===== config.mk =====
export PLATFORM = sky130hd
export DESIGN_NAME = oneshot_pulse_timer
export DESIGN_NICKNAME = d
export VERILOG_FILES = /design/src/rtl/ospt_pkg.sv /design/src/rtl/ospt_regs.sv /design/src/rtl/ospt_trig_sync.sv /design/src/rtl/ospt_counter.sv /design/src/rtl/ospt_pin.sv /design/src/rtl/oneshot_pulse_timer.sv
export SDC_FILE = /design/constraint.sdc
export NUM_CORES = 1
export LEC_CHECK = 0
export BUFFER_PORTS_ARGS = -buffer_cell sky130_fd_sc_hd__buf_2
export CAP_MARGIN = 30
export CORE_MARGIN = 2
export CORE_UTILIZATION = 54
export CTS_CLUSTER_SIZE = 12
export DETAILED_ROUTE_END_ITERATION = 16
export PLACE_DENSITY_LB_ADDON = 0.12
export SETUP_SLACK_MARGIN = 0.02
export SLEW_MARGIN = 30
export SYNTH_ARGS = -nofsm -noshare
export SYNTH_HDL_FRONTEND = slang
export SYNTH_SLANG_ARGS = --single-unit

===== constraint.sdc =====
create_clock -name clk -period 2.9 [get_ports clk]
set_input_delay 0.58 -clock clk [delete_from_list [all_inputs] [get_ports clk]]
set_output_delay 0.58 -clock clk [all_outputs]
set_load 0.05 [all_outputs]

===== src/rtl/ospt_pkg.sv =====
package ospt_pkg;

  typedef enum logic [1:0] {
    REG_CMP_END = 2'd0,
    REG_CMP_DLY = 2'd1,
    REG_CTRL    = 2'd2,
    REG_COUNT   = 2'd3
  } reg_sel_e;

  typedef enum logic [1:0] {
    EDGE_NONE = 2'b00,
    EDGE_RISE = 2'b01,
    EDGE_FALL = 2'b10,
    EDGE_BOTH = 2'b11
  } edge_sel_e;

  typedef enum logic {
    ST_IDLE = 1'b0,
    ST_RUN  = 1'b1
  } run_state_e;

  localparam int CTRL_RUN      = 0;
  localparam int CTRL_START    = 1;
  localparam int CTRL_EDGE_LO  = 2;
  localparam int CTRL_PIN_BASE = 4;
  localparam int PIN_FIELD_W   = 3;

  function automatic logic edge_hit(input logic [1:0] sel, input logic cur, input logic prev);
    case (sel)
      EDGE_RISE: return cur & ~prev;
      EDGE_FALL: return ~cur & prev;
      EDGE_BOTH: return cur ^ prev;
      default:   return 1'b0;
    endcase
  endfunction

  function automatic logic pin_drive(input logic pulse, input logic en,
                                     input logic lvl, input logic pol);
    return en ? (pulse ^ pol) : lvl;
  endfunction

endpackage


===== src/rtl/ospt_regs.sv =====
module ospt_regs
  import ospt_pkg::*;
#(
  parameter int CNT_W  = 16,
  parameter int N_PINS = 2
) (
  input  logic              clk,
  input  logic              rst_n,
  input  logic              wr_en,
  input  logic [1:0]        wr_addr,
  input  logic [CNT_W-1:0]  wr_data,
  output logic [CNT_W-1:0]  cmp_end,
  output logic [CNT_W-1:0]  cmp_dly,
  output logic              run_q,
  output logic              run_eff,
  output logic              sw_start,
  output logic [1:0]        edge_sel,
  output logic [N_PINS-1:0] pin_en,
  output logic [N_PINS-1:0] pin_lvl,
  output logic [N_PINS-1:0] pin_pol,
  output logic [CNT_W-1:0]  ctrl_rd
);
  localparam int CTRL_W = CTRL_PIN_BASE + PIN_FIELD_W * N_PINS;

  logic [CTRL_W-1:0] ctrl_q;
  logic              ctrl_wr;

  assign ctrl_wr = wr_en && (wr_addr == REG_CTRL);

  always_ff @(posedge clk or negedge rst_n) begin
    if (!rst_n) begin
      cmp_end <= '0;
      cmp_dly <= '0;
      ctrl_q  <= '0;
    end else if (wr_en) begin
      if (wr_addr == REG_CMP_END) cmp_end <= wr_data;
      if (wr_addr == REG_CMP_DLY) cmp_dly <= wr_data;
      if (ctrl_wr) begin
        ctrl_q             <= wr_data[CTRL_W-1:0];
        ctrl_q[CTRL_START] <= 1'b0;
      end
    end
  end

  assign run_q    = ctrl_q[CTRL_RUN];
  assign run_eff  = ctrl_wr ? wr_data[CTRL_RUN] : ctrl_q[CTRL_RUN];
  assign sw_start = ctrl_wr && wr_data[CTRL_START];
  assign edge_sel = ctrl_q[CTRL_EDGE_LO +: 2];
  assign ctrl_rd  = {{(CNT_W-CTRL_W){1'b0}}, ctrl_q};

  for (genvar k = 0; k < N_PINS; k++) begin : g_pin_fields
    assign pin_en[k]  = ctrl_q[CTRL_PIN_BASE + PIN_FIELD_W*k];
    assign pin_lvl[k] = ctrl_q[CTRL_PIN_BASE + PIN_FIELD_W*k + 1];
    assign pin_pol[k] = ctrl_q[CTRL_PIN_BASE + PIN_FIELD_W*k + 2];
  end

endmodule


===== src/rtl/ospt_trig_sync.sv =====
module ospt_trig_sync
  import ospt_pkg::*;
#(
  parameter int SYNC_STAGES = 2
) (
  input  logic       clk,
  input  logic       rst_n,
  input  logic       trig_in,
  input  logic [1:0] edge_sel,
  output logic       trig_evt
);
  logic [SYNC_STAGES:0] shreg;
  logic                 cur;
  logic                 prev;

  always_ff @(posedge clk or negedge rst_n) begin
    if (!rst_n) shreg <= '0;
    else        shreg <= {shreg[SYNC_STAGES-1:0], trig_in};
  end

  assign cur      = shreg[SYNC_STAGES-1];
  assign prev     = shreg[SYNC_STAGES];
  assign trig_evt = edge_hit(edge_sel, cur, prev);

endmodule


===== src/rtl/ospt_counter.sv =====
module ospt_counter
  import ospt_pkg::*;
#(
  parameter int CNT_W = 16
) (
  input  logic             clk,
  input  logic             rst_n,
  input  logic             tick,
  input  logic             run_eff,
  input  logic             trig,
  input  logic [CNT_W-1:0] cmp_end,
  input  logic [CNT_W-1:0] cmp_dly,
  output logic [CNT_W-1:0] cnt,
  output logic             busy,
  output logic             pulse
);
  run_state_e state;
  logic       at_end;

  function automatic logic in_window(input logic [CNT_W-1:0] c,
                                     input logic [CNT_W-1:0] lo,
                                     input logic [CNT_W-1:0] hi);
    return (lo <= hi) && (c >= lo) && (c <= hi);
  endfunction

  assign at_end = (cnt >= cmp_end);

  always_ff @(posedge clk or negedge rst_n) begin
    if (!rst_n) begin
      state <= ST_IDLE;
      cnt   <= '0;
    end else if (!run_eff) begin
      state <= ST_IDLE;
      cnt   <= '0;
    end else begin
      case (state)
        ST_IDLE: if (trig) begin
          state <= ST_RUN;
          cnt   <= '0;
        end
        ST_RUN: if (tick) begin
          if (at_end) begin
            state <= ST_IDLE;
            cnt   <= '0;
          end else begin
            cnt <= cnt + 1'b1;
          end
        end
        default: state <= ST_IDLE;
      endcase
    end
  end

  assign busy  = (state == ST_RUN);
  assign pulse = busy && in_window(cnt, cmp_dly, cmp_end);

  AST_IDLE_AT_ZERO: assert property (@(posedge clk) disable iff (!rst_n)
    !busy |-> (cnt == '0));
  AST_START_FROM_ZERO: assert property (@(posedge clk) disable iff (!rst_n)
    $rose(busy) |-> (cnt == '0));
  AST_RUN_STEP: assert property (@(posedge clk) disable iff (!rst_n)
    (busy && $past(busy)) |-> (cnt == $past(cnt) || cnt == $past(cnt) + 1'b1));

endmodule


===== src/rtl/ospt_pin.sv =====
module ospt_pin
  import ospt_pkg::*;
(
  input  logic pulse,
  input  logic en,
  input  logic lvl,
  input  logic pol,
  output logic pin
);
  assign pin = pin_drive(pulse, en, lvl, pol);
endmodule


===== src/rtl/oneshot_pulse_timer.sv =====
module oneshot_pulse_timer
  import ospt_pkg::*;
#(
  parameter int CNT_W       = 16,
  parameter int N_PINS      = 2,
  parameter int SYNC_STAGES = 2
) (
  input  logic              clk,
  input  logic              rst_n,
  input  logic              cnt_tick,
  input  logic              trig_in,
  input  logic              wr_en,
  input  logic [1:0]        wr_addr,
  input  logic [CNT_W-1:0]  wr_data,
  input  logic [1:0]        rd_addr,
  output logic [CNT_W-1:0]  rd_data,
  output logic [N_PINS-1:0] pin_out
);
  logic [CNT_W-1:0]  cmp_end, cmp_dly, ctrl_rd, cnt;
  logic              run_q, run_eff, sw_start, ext_evt, busy, pulse, start_req;
  logic [1:0]        edge_sel;
  logic [N_PINS-1:0] pin_en, pin_lvl, pin_pol;

  ospt_regs #(.CNT_W(CNT_W), .N_PINS(N_PINS)) u_regs (
    .clk, .rst_n, .wr_en, .wr_addr, .wr_data,
    .cmp_end, .cmp_dly, .run_q, .run_eff, .sw_start, .edge_sel,
    .pin_en, .pin_lvl, .pin_pol, .ctrl_rd
  );

  ospt_trig_sync #(.SYNC_STAGES(SYNC_STAGES)) u_sync (
    .clk, .rst_n, .trig_in, .edge_sel, .trig_evt(ext_evt)
  );

  assign start_req = sw_start || ext_evt;

  ospt_counter #(.CNT_W(CNT_W)) u_cnt (
    .clk, .rst_n, .tick(cnt_tick), .run_eff, .trig(start_req),
    .cmp_end, .cmp_dly, .cnt, .busy, .pulse
  );

  for (genvar k = 0; k < N_PINS; k++) begin : g_pins
    ospt_pin u_pin (
      .pulse(pulse), .en(pin_en[k]), .lvl(pin_lvl[k]), .pol(pin_pol[k]), .pin(pin_out[k])
    );
  end

  always_comb begin
    case (rd_addr)
      REG_CMP_END: rd_data = cmp_end;
      REG_CMP_DLY: rd_data = cmp_dly;
      REG_CTRL:    rd_data = ctrl_rd;
      default:     rd_data = cnt;
    endcase
  end

  AST_STOP_ON_CLEAR: assert property (@(posedge clk) disable iff (!rst_n)
    $fell(run_q) |-> (!busy && cnt == '0));
  AST_PULSE_NEEDS_RUN: assert property (@(posedge clk) disable iff (!rst_n)
    pulse |-> run_q);

endmodule


* Word level (Yosys, flattened, before mapping)
Cells that the tools add are included.
** Storage, ports and cells
- Word-level logic and storage cells :: 55
- Output and inout bits :: 18
- Register bits :: 61
** Cells by class
- Equality and inequality tests :: 9
- Bitwise gates (word level) :: 8
- Muxes and demuxes :: 15
- Magnitude comparators :: 4
- Add/sub/neg operators :: 1
- Reduce and logical (&&, ||, !) cells :: 12
** Operators with widths (count)
- 16-bit two-way mux :: 4
- 16-bit case mux with 3 select lines :: 1
- 16-bit >= comparator :: 2
- 16-bit <= comparator :: 2
- 16-bit case mux with 2 select lines :: 1
- 16-bit by 1-bit adder with 16-bit output, second input constant :: 1
- 2-bit equality test, second input constant :: 4
- 2-bit AND reduction :: 4
- 1-bit two-way mux :: 7
- 2-bit by 1-bit equality test with 1-bit output, second input constant :: 3
- 3-bit inequality test, second input constant :: 2
- 1-bit logical AND :: 5
- 2-bit zero test :: 2
- 1-bit NOT :: 3
- 1-bit case mux with 3 select lines :: 1
- 1-bit bitwise XOR :: 3
- 1-bit bitwise AND :: 2
- 1-bit case mux with 2 select lines :: 1
- 1-bit logical OR :: 1

* Logic depth before layout (Yosys ltp)
Gate-level depths: netlist (run 1).
- Word-level depth :: 7
- Gate-level depth with buffers :: 10
- Depth with buffers taken out :: 9

* Modules after synthesis
Synthesis (run 1) repeated with hierarchy kept, for this count alone.
** Unflattened totals
- Cells, all modules :: 406
- Area, all modules :: 4415.5 um^2
** Modules (own cells, without submodules)
- ospt_counter :: area an instance 2124.5 um^2, sequential area each 425.4 um^2, instances 1, cells each 259
- ospt_regs :: area an instance 1691.6 um^2, sequential area each 1026.0 um^2, instances 1, cells each 108
- oneshot_pulse_timer :: area an instance 430.4 um^2, sequential area each 0.0 um^2, instances 1, cells each 21
- ospt_trig_sync :: area an instance 133.9 um^2, sequential area each 75.1 um^2, instances 1, cells each 12
- ospt_pin :: area an instance 17.5 um^2, sequential area each 0.0 um^2, instances 2, cells each 3

* Worst setup path before layout (run 1)
OpenSTA, ideal clock, no wires.
- Path type :: register -> output
- Start point :: reg u_cnt.cnt[13]
- End point :: out pin_out[0]
- Cell stages (with the launch flop) :: 9
- Arrival :: 2345 ps
- Setup slack :: -25 ps
- Buffers on the path :: 1
- Cells stage by stage :: dfrtp_1 > ha_1 > and4_1 > nand2_1 > a2111oi_0 > o41ai_1 > or4_1 > a31oi_1 > buf_4
** On the way
- Word-level cells in the longest chain between the ends :: 6
** Ends and longest elaborated chain
- start, declared :: line ospt_counter.sv:13 : output logic [CNT_W-1:0] cnt,
- start signal, assigned :: line ospt_counter.sv:46 : cnt <= cnt + 1'b1;
- 16-bit >= comparator :: line ospt_counter.sv:23 : return (lo <= hi) && (c >= lo) && (c <= hi);
- 1-bit logical AND :: line ospt_counter.sv:23
- 1-bit logical AND * :: line ospt_counter.sv:23
- 1-bit logical AND * :: line ospt_counter.sv:55 : assign pulse = busy && in_window(cnt, cmp_dly, cmp_end);
- 1-bit bitwise XOR * :: line ospt_pkg.sv:39 : return en ? (pulse ^ pol) : lvl;
- 1-bit two-way mux * :: line ospt_pkg.sv:39
- end, declared :: line oneshot_pulse_timer.sv:17 : output logic [N_PINS-1:0] pin_out
Every way passes the cells marked *; elsewhere a longest branch is shown, timed or not.

* Final worst setup path (run 1)
- Start point :: reg u_regs.cmp_dly[1]
- End point :: out pin_out[1]
** On the way
- Word-level cells in the longest chain between the ends :: 6
** Ends and longest elaborated chain
- start, declared :: line ospt_regs.sv:13 : output logic [CNT_W-1:0] cmp_dly,
- start signal, assigned :: line ospt_regs.sv:37 : if (wr_addr == REG_CMP_DLY) cmp_dly <= wr_data;
- 16-bit <= comparator or 16-bit >= comparator (tied branches) :: line ospt_counter.sv:23
- 1-bit logical AND * (2 in series) :: line ospt_counter.sv:23
- 1-bit logical AND * :: line ospt_counter.sv:55
- 1-bit bitwise XOR * :: line ospt_pkg.sv:39
- 1-bit two-way mux * :: line ospt_pkg.sv:39
Marked as above.

==> results.yml, run 1 <==
critical_path:
  slowest_delay_ns: 0.43
  worstPathMaxFanout: 4
  startpoint_type: "flip-flop"
  crit_slowest_cell: "dfrtp_1"
  crit_chain: "ha_4, nor2b_4, o211ai_1, a2111oi_4, a211oi_2, a21oi_2, or4_1, a31oi_1, buf_4"
  worstRegToRegCells: 11
  r2r-end: "u_cnt.cnt[5]$_DFFE_PN0P_"
  r2r_setup_slack_ns: 0.58
  crit_arrival_ns: 2.87
  r2r-start: "u_regs.cmp_end[11]$_DFFE_PN0P_"
  required_ns: 2.32
  crit_type: "flip-flop to output pin"
  critPathCaptureType: "output pin"
clocking:
  cts.sinks: 61
  cts.path.max_buffers: 2
  cts-hold-fix-buffers: 0
  clk_latency_ns: 0.36
  cts_buffers: 9
  cts_tree: "done"
  h-tree-depth: 3
  cts.clk_slew.worst_paths_ns: 0.08
  root_buffer: "clkbuf_8"
synthesis:
  syn_avg_cell_area_um2: 10.04
  syn_nets: 487
  syn-cell-area_mm2: 0.004125
  synth_edf_count: 0
  synth_top_cell_area_share_pct: 37.00
  ys_warn_count: 0
  synthFlopType: "dfrtp_1"
  synth.area.top_cells: "dfrtp_1 (37%), ha_1 (15%), mux2_2 (6.8%)"
  yosysUniqueCellTypes: 51
  async_reset_ff_share_pct: 100.0
  synth_top_area_cell: "dfrtp_1"
  synth_seq_cells: 61
  ys_seq_area_share_pct: 37.00
  netlist_instances: 411
die:
  die_w_um: 91.40
  io_pins: 43
  coreArea_mm2: 0.007331
  initial_core_util_pct: 56.27
  die_h_um: 91.40
  dieArea_mm2: 0.008354
  rows: 31
final_layout:
  final_layout_size_suffix_gt1_share_pct: 37.64
  final_util_pct: 72.91
  syn_to_final_growth_pct: 29.57
  final_common_cell: "buf_4"
  nets: 597
  diodes: 0
  layout_common_cells: "buf_4 (71), dfrtp_1 (60), ha_1 (46)"
power_and_ir_drop:
  vdd_drop_max_mv: 0.3717
  p_per_area_mw_per_mm2: 569.8
  p_total_uw: 3046
  leakage_uw: 0.002499
timing:
  clock.fmax_mhz: 289.5
  worstMarginPinSlew_ns: 0.7015
  relSlewSlack_pct: 53.23
  min_period_over_period_pct: 119.1
  period_needed_ns: 3.455
  hold_viol: 0
  drv_slew: 0
  setup_slack_ns: -0.5548
  setup_viol: 2
  fin_skew_ns: 0.01058
  rsz0062_at_grt: "yes"
routing:
  drt_first_pass_iters: 4
  drt_wl_total_mm: 11.11
  wire_per_inst_um: 17.77
  ant_nets: 0
  dr_total_vias: 3562
  drc: 0
  drt_iter0_markers: 141
  avgViaCountPerCell: 5.699
run:
  maxCapViolations: 0
global_routing:
  grt_pass1_wl_mm: 17.83
  antenna_found_initial: 0
  grt_usage_pct: 27.67
  grt_pass1_vias: 3585
  grt_start_max_net_pins: 33
  overflow: 0
placement:
  portBuffers: 42
  gp_congestion: 0.8753
  dp_hpwl_mm: 7.958
run_status:
  violations: "setup timing"
  status: "finished, violations left"
hold_path:
  hold_path.class: "input pin to async pin"
==> layer usage <==
metal / wire [um] / track usage [%] / vias up
met5: 0 / 0 / -
met4: 296 / 13.38 / 0
met3: 443 / 4.232 / 24
met2: 5550 / 46.38 / 92
met1: 4817 / 34.82 / 1738
li1: - / - / 1708
==> per-stage QoR <==
step / TNS (ns) / hold WS (ns) / instances / setup WS (ns) / cell area, um^2
final: -1.082 / 0.2592 / 625 / -0.5548 / 5345
after global routing: -1.213 / 0.3287 / 625 / -0.6152 / 5345
after CTS: -0.9030 / 0.2845 / 620 / -0.4728 / 5264
after detailed placement: -0.4554 / 0.3413 / 597 / -0.2347 / 4862
after global placement: -0.5189 / 0.3433 / 597 / -0.2689 / 4862
after floorplan: 0 / 0.2844 / 411 / 0.03488 / 4139
==> critical path: cells and delay by family, from the launching register on <==
kind	cells	cell delay (ns)
DFF	1	0.43
AOI/OAI and AO/OA	5	1.06
and+or+nand+nor	2	0.55
buffers and inverters	1	0.22
adders and majority gates	1	0.26
==> power breakdown <==
| part | total [uW] | internal [uW] | switching, uW |
|---|---|---|---|
| sequential | 1060 | 963 | 101 |
| clock | 809 | 443 | 365 |
| combinational | 1170 | 499 | 673 |
| total | 3050 | 1910 | 1140 |
==> cells in the mapped netlist, drive strengths merged (3+ instances only) <==
cell type,n
mux4,9
nor3,5
clkbuf,10
buf,3
ha,51
inv,40
a2111oi,3
nor4b,3
dfrtp,61
a21oi,20
nand3,7
nor2,24
xnor2,10
o21ai,33
a22o,8
nand4,11
nor3b,3
nor4,3
mux2,25
nand2,45
==> worst max path at each step <==
| stage | start | endpoint | slack [ns] | cells past startpoint |
|---|---|---|---|---|
| after floorplan | u_cnt.cnt[13]$_DFFE_PN0P_ | pin_out[0] | 0.03 | 8 |
| after global placement | u_regs.cmp_end[1]$_DFFE_PN0P_ | pin_out[0] | -0.27 | 10 |
| after detailed placement | u_cnt.cnt[13]$_DFFE_PN0P_ | pin_out[0] | -0.23 | 9 |
| after CTS | u_regs.cmp_dly[1]$_DFFE_PN0P_ | pin_out[0] | -0.47 | 9 |
| after global routing | u_cnt.cnt[15]$_DFFE_PN0P_ | pin_out[1] | -0.62 | 8 |
| final | u_regs.cmp_dly[1]$_DFFE_PN0P_ | pin_out[1] | -0.55 | 9 |
==> logic make-up (layout without fill, tap and decap cells) <==
logic type      count (synthesis)  after routing  share of synthesized area, %
xor+xnor                       12             12                         2.548
simple gates                  116            116                         14.19
mux                            35             35                         12.28
buf+inv                        53            168                         5.186
compound gates                 83             83                         13.32
flops                          61             61                         37.00
fa+ha+maj                      51             51                         15.47
==> final cells by class <==
cell class | count | area, um^2
fillers | 544 | 1986
repair buffers | 112 | 753.2
clock inverters | 5 | 58.81
flip-flops and latches | 61 | 1528
clock buffers | 11 | 151.4
multi-input cells | 297 | 2580
well taps | 99 | 123.9
inverters | 40 | 150.1
==> registers in the layout, indices dropped and copies added, names as in the netlist <==
name and count:
u_cnt.cnt 16, u_regs.cmp_dly 16, u_regs.cmp_end 16, u_regs.ctrl_q 9, u_sync.shreg 3, u_cnt.busy 1
==> what timing repair did <==
| action | in CTS | in global routing |
|---|---|---|
| buffers inserted | 7 | 5 |
| pin swaps | 17 | 7 |
| endpoints found under the setup margin | 2 | 2 |
| cloned | 0 | 0 |
| resized for setup | 25 | 8 |
No activity file was read; power rests on OpenSTA's default activity.
==> run 2: changes to the inputs <==
--- a/config.mk
+++ b/config.mk
@@ -11,7 +11,7 @@
 export CORE_UTILIZATION = 54
 export CTS_CLUSTER_SIZE = 12
 export DETAILED_ROUTE_END_ITERATION = 16
-export PLACE_DENSITY_LB_ADDON = 0.12
+export PLACE_DENSITY = 0.86
 export SETUP_SLACK_MARGIN = 0.02
 export SLEW_MARGIN = 30
 export SYNTH_ARGS = -nofsm -noshare
==> run 2 against run 1 <==
  * The run still ends with setup timing left
  * Highest routed layer unchanged
  * Routed wire length increased by 17%
  * Sequential share of layout area decreased by 0.47 points
  * Clock skew decreased by 0.0040 ns
  * Largest power group unchanged
  * Flip-flop and latch count unchanged
  * Cell area increased by 1.9%
  * Critical path type unchanged
==> results.yml, run 2 (synthesized netlist as in run 1, its figures left out) <==
run_status:
  status: "finished, violations left"
  violations: "setup timing"
final_layout:
  multi_input_comb_area_mm2: 0.002666
  diodes: 0
  layout_common_cells: "buf_4 (75), dfrtp_1 (57), nand2_1 (42)"
  final_util_pct: 74.31
  stdcell_count: 629
  syn_to_final_growth_pct: 32.06
  seqCellArea_mm2: 0.001531
  top_regs: "u_cnt.cnt (16), u_regs.cmp_dly (16), u_regs.cmp_end (16)"
  nets: 601
  final_layout_size_suffix_gt1_share_pct: 40.38
  final_common_cell: "buf_4"
  n_fill_cell: 442
critical_path:
  worstPathMaxFanout: 3
  crit_slowest_cell: "or4_1"
  r2r_setup_slack_ns: 0.51
  cp_top_family: "simple AND/OR/NAND/NOR gates"
  crit_arrival_ns: 2.89
  worstRegToRegCells: 10
  startpoint_type: "flip-flop"
  critPathCaptureType: "output pin"
  required_ns: 2.32
  crit_type: "flip-flop to output pin"
  slowest_delay_ns: 0.54
  r2r-start: "u_cnt.cnt[15]$_DFFE_PN0P_"
  crit_chain: "inv_2, ha_4, and4_4, nand2_4, a2111oi_4, o41ai_4, or4_1, a31oi_1, buf_4"
  worst-path-buf-inv: 2
  r2r-end: "u_cnt.cnt[15]$_DFFE_PN0P_"
clocking:
  cts.sinks: 61
  root_buffer: "clkbuf_8"
  h-tree-depth: 3
  cts-hold-fix-buffers: 0
  cts.path.max_buffers: 2
  cts_buffers: 9
  cts.clk_slew.worst_paths_ns: 0.07
  cts_tree: "done"
  clk_latency_ns: 0.36
die:
  dieArea_mm2: 0.008354
  die_w_um: 91.40
  initial_core_util_pct: 56.27
  coreArea_mm2: 0.007331
  rows: 31
  io_pins: 43
  die_h_um: 91.40
timing:
  setup_slack_ns: -0.5664
  worstMarginPinSlew_ns: 0.7062
  clock.fmax_mhz: 288.5
  rsz0062_at_grt: "yes"
  setup_viol: 2
  fin_skew_ns: 0.006583
  drv_slew: 0
  relSlewSlack_pct: 52.92
  hold_viol: 0
  period_needed_ns: 3.466
  min_period_over_period_pct: 119.5
global_routing:
  antenna_found_initial: 0
  grtUsageMet1_pct: 33.01
  grt_usage_pct: 29.62
  grt_pass1_vias: 3971
  top_usage_layer: "met2"
  overflow: 0
  grt_pass1_wl_mm: 19.13
  grt_start_max_net_pins: 34
  use_met3_pct: 7.718
  grt_use_met2_pct: 50.92
routing:
  wire_per_inst_um: 20.74
  dr_total_vias: 3950
  ant_nets: 0
  drc: 0
  drt_iter0_markers: 380
  drt_wl_total_mm: 13.05
  avgViaCountPerCell: 6.280
  drt_first_pass_iters: 7
power_and_ir_drop:
  p_per_area_mw_per_mm2: 569.9
  vdd_drop_max_mv: 0.4018
  leakage_uw: 0.002538
placement:
  portBuffers: 42
  placed_cells: 595
  dp_hpwl_mm: 8.418
  gp_congestion: 0.9402
run:
  maxCapViolations: 0
hold_path:
  hold_path.class: "input pin to async pin"
[run 2: cell types whose count changed in the layout (fill, tap and decap cells not counted), moves of 2 or more]
cell | before | now
buf_4 | 71 | 75
clkbuf_1 | 0 | 2
dfrtp_1 | 60 | 57
dfrtp_2 | 1 | 4
ha_1 | 46 | 40
ha_4 | 5 | 11
inv_1 | 38 | 32
inv_2 | 2 | 8
nand2_2 | 3 | 0
nand2_4 | 0 | 3
[run 2: final cells by class]
type / instances / share of cell area (%)
clock inverters: 4 / 0.8728
well taps: 99 / 2.274
flip-flops and latches: 61 / 28.11
multi-input cells: 297 / 48.94
inverters: 40 / 2.756
repair buffers: 116 / 14.38
clock buffers: 12 / 2.664
[run 2: routing by layer]
metal	routed length, um	share of wire (%)	vias up
met4	775	5.9	0
li1	-	-	1712
met1	4796	37	1948
met5	0	0	-
met3	1008	7.7	75
met2	6466	50	215
[run 2: worst register-to-register path: stages (launching register included)]
cell and delay [ns]:
dfrtp_1 0.42, buf_4 0.16, ha_1 0.34, nand4_1 0.17, nor3_1 0.27, a22oi_2 0.15
buf_4 0.17, and2_1 0.16, a21oi_1 0.13, buf_4 0.22, nor2_1 0.08
[run 2: per-stage QoR]
step | hold slack (ns) | setup TNS, ns | total power (uW) | instance area (um^2) | setup WS, ns
global route | 0.3155 | -1.272 | 3231 | 5448 | -0.6445
CTS | 0.2791 | -0.8657 | 2954 | 5205 | -0.4392
finish | 0.2606 | -1.096 | 3104 | 5448 | -0.5664
floorplan | 0.2844 | 0 | 1747 | 4139 | 0.03488
detailed placement | 0.3388 | -0.5333 | 2110 | 4847 | -0.2684
global placement | 0.3444 | -0.4238 | 2048 | 4847 | -0.2226
[run 2: how the worst max path moves through the flow]
stage / start / end / slack (ns) / cells past startpoint
2_1_floorplan: u_cnt.cnt[13]$_DFFE_PN0P_ / pin_out[0] / 0.03 / 8
3_3_place_gp: u_regs.cmp_end[1]$_DFFE_PN0P_ / pin_out[0] / -0.22 / 10
3_5_place_dp: u_regs.cmp_end[1]$_DFFE_PN0P_ / pin_out[1] / -0.27 / 10
4_1_cts: u_regs.cmp_dly[7]$_DFFE_PN0P_ / pin_out[0] / -0.44 / 8
5_1_grt: u_cnt.cnt[13]$_DFFE_PN0P_ / pin_out[1] / -0.64 / 9
6_report: u_regs.cmp_dly[12]$_DFFE_PN0P_ / pin_out[0] / -0.57 / 9
[run 2: power breakdown]
group | switching, uW | total (uW) | leakage, uW | internal (uW)
registers | 109 | 1070 | 0.000756 | 964
logic | 731 | 1260 | 0.00168 | 530
clock network | 352 | 770 | 0.0000964 | 418
total | 1190 | 3100 | 0.00254 | 1910
[run 2: repair_timing]
item	CTS	global route
gates resized for setup	26	24
setup buffers	6	13
endpoints found under the setup margin	2	2
pin swaps	19	16
hold endpoints to repair	0	0
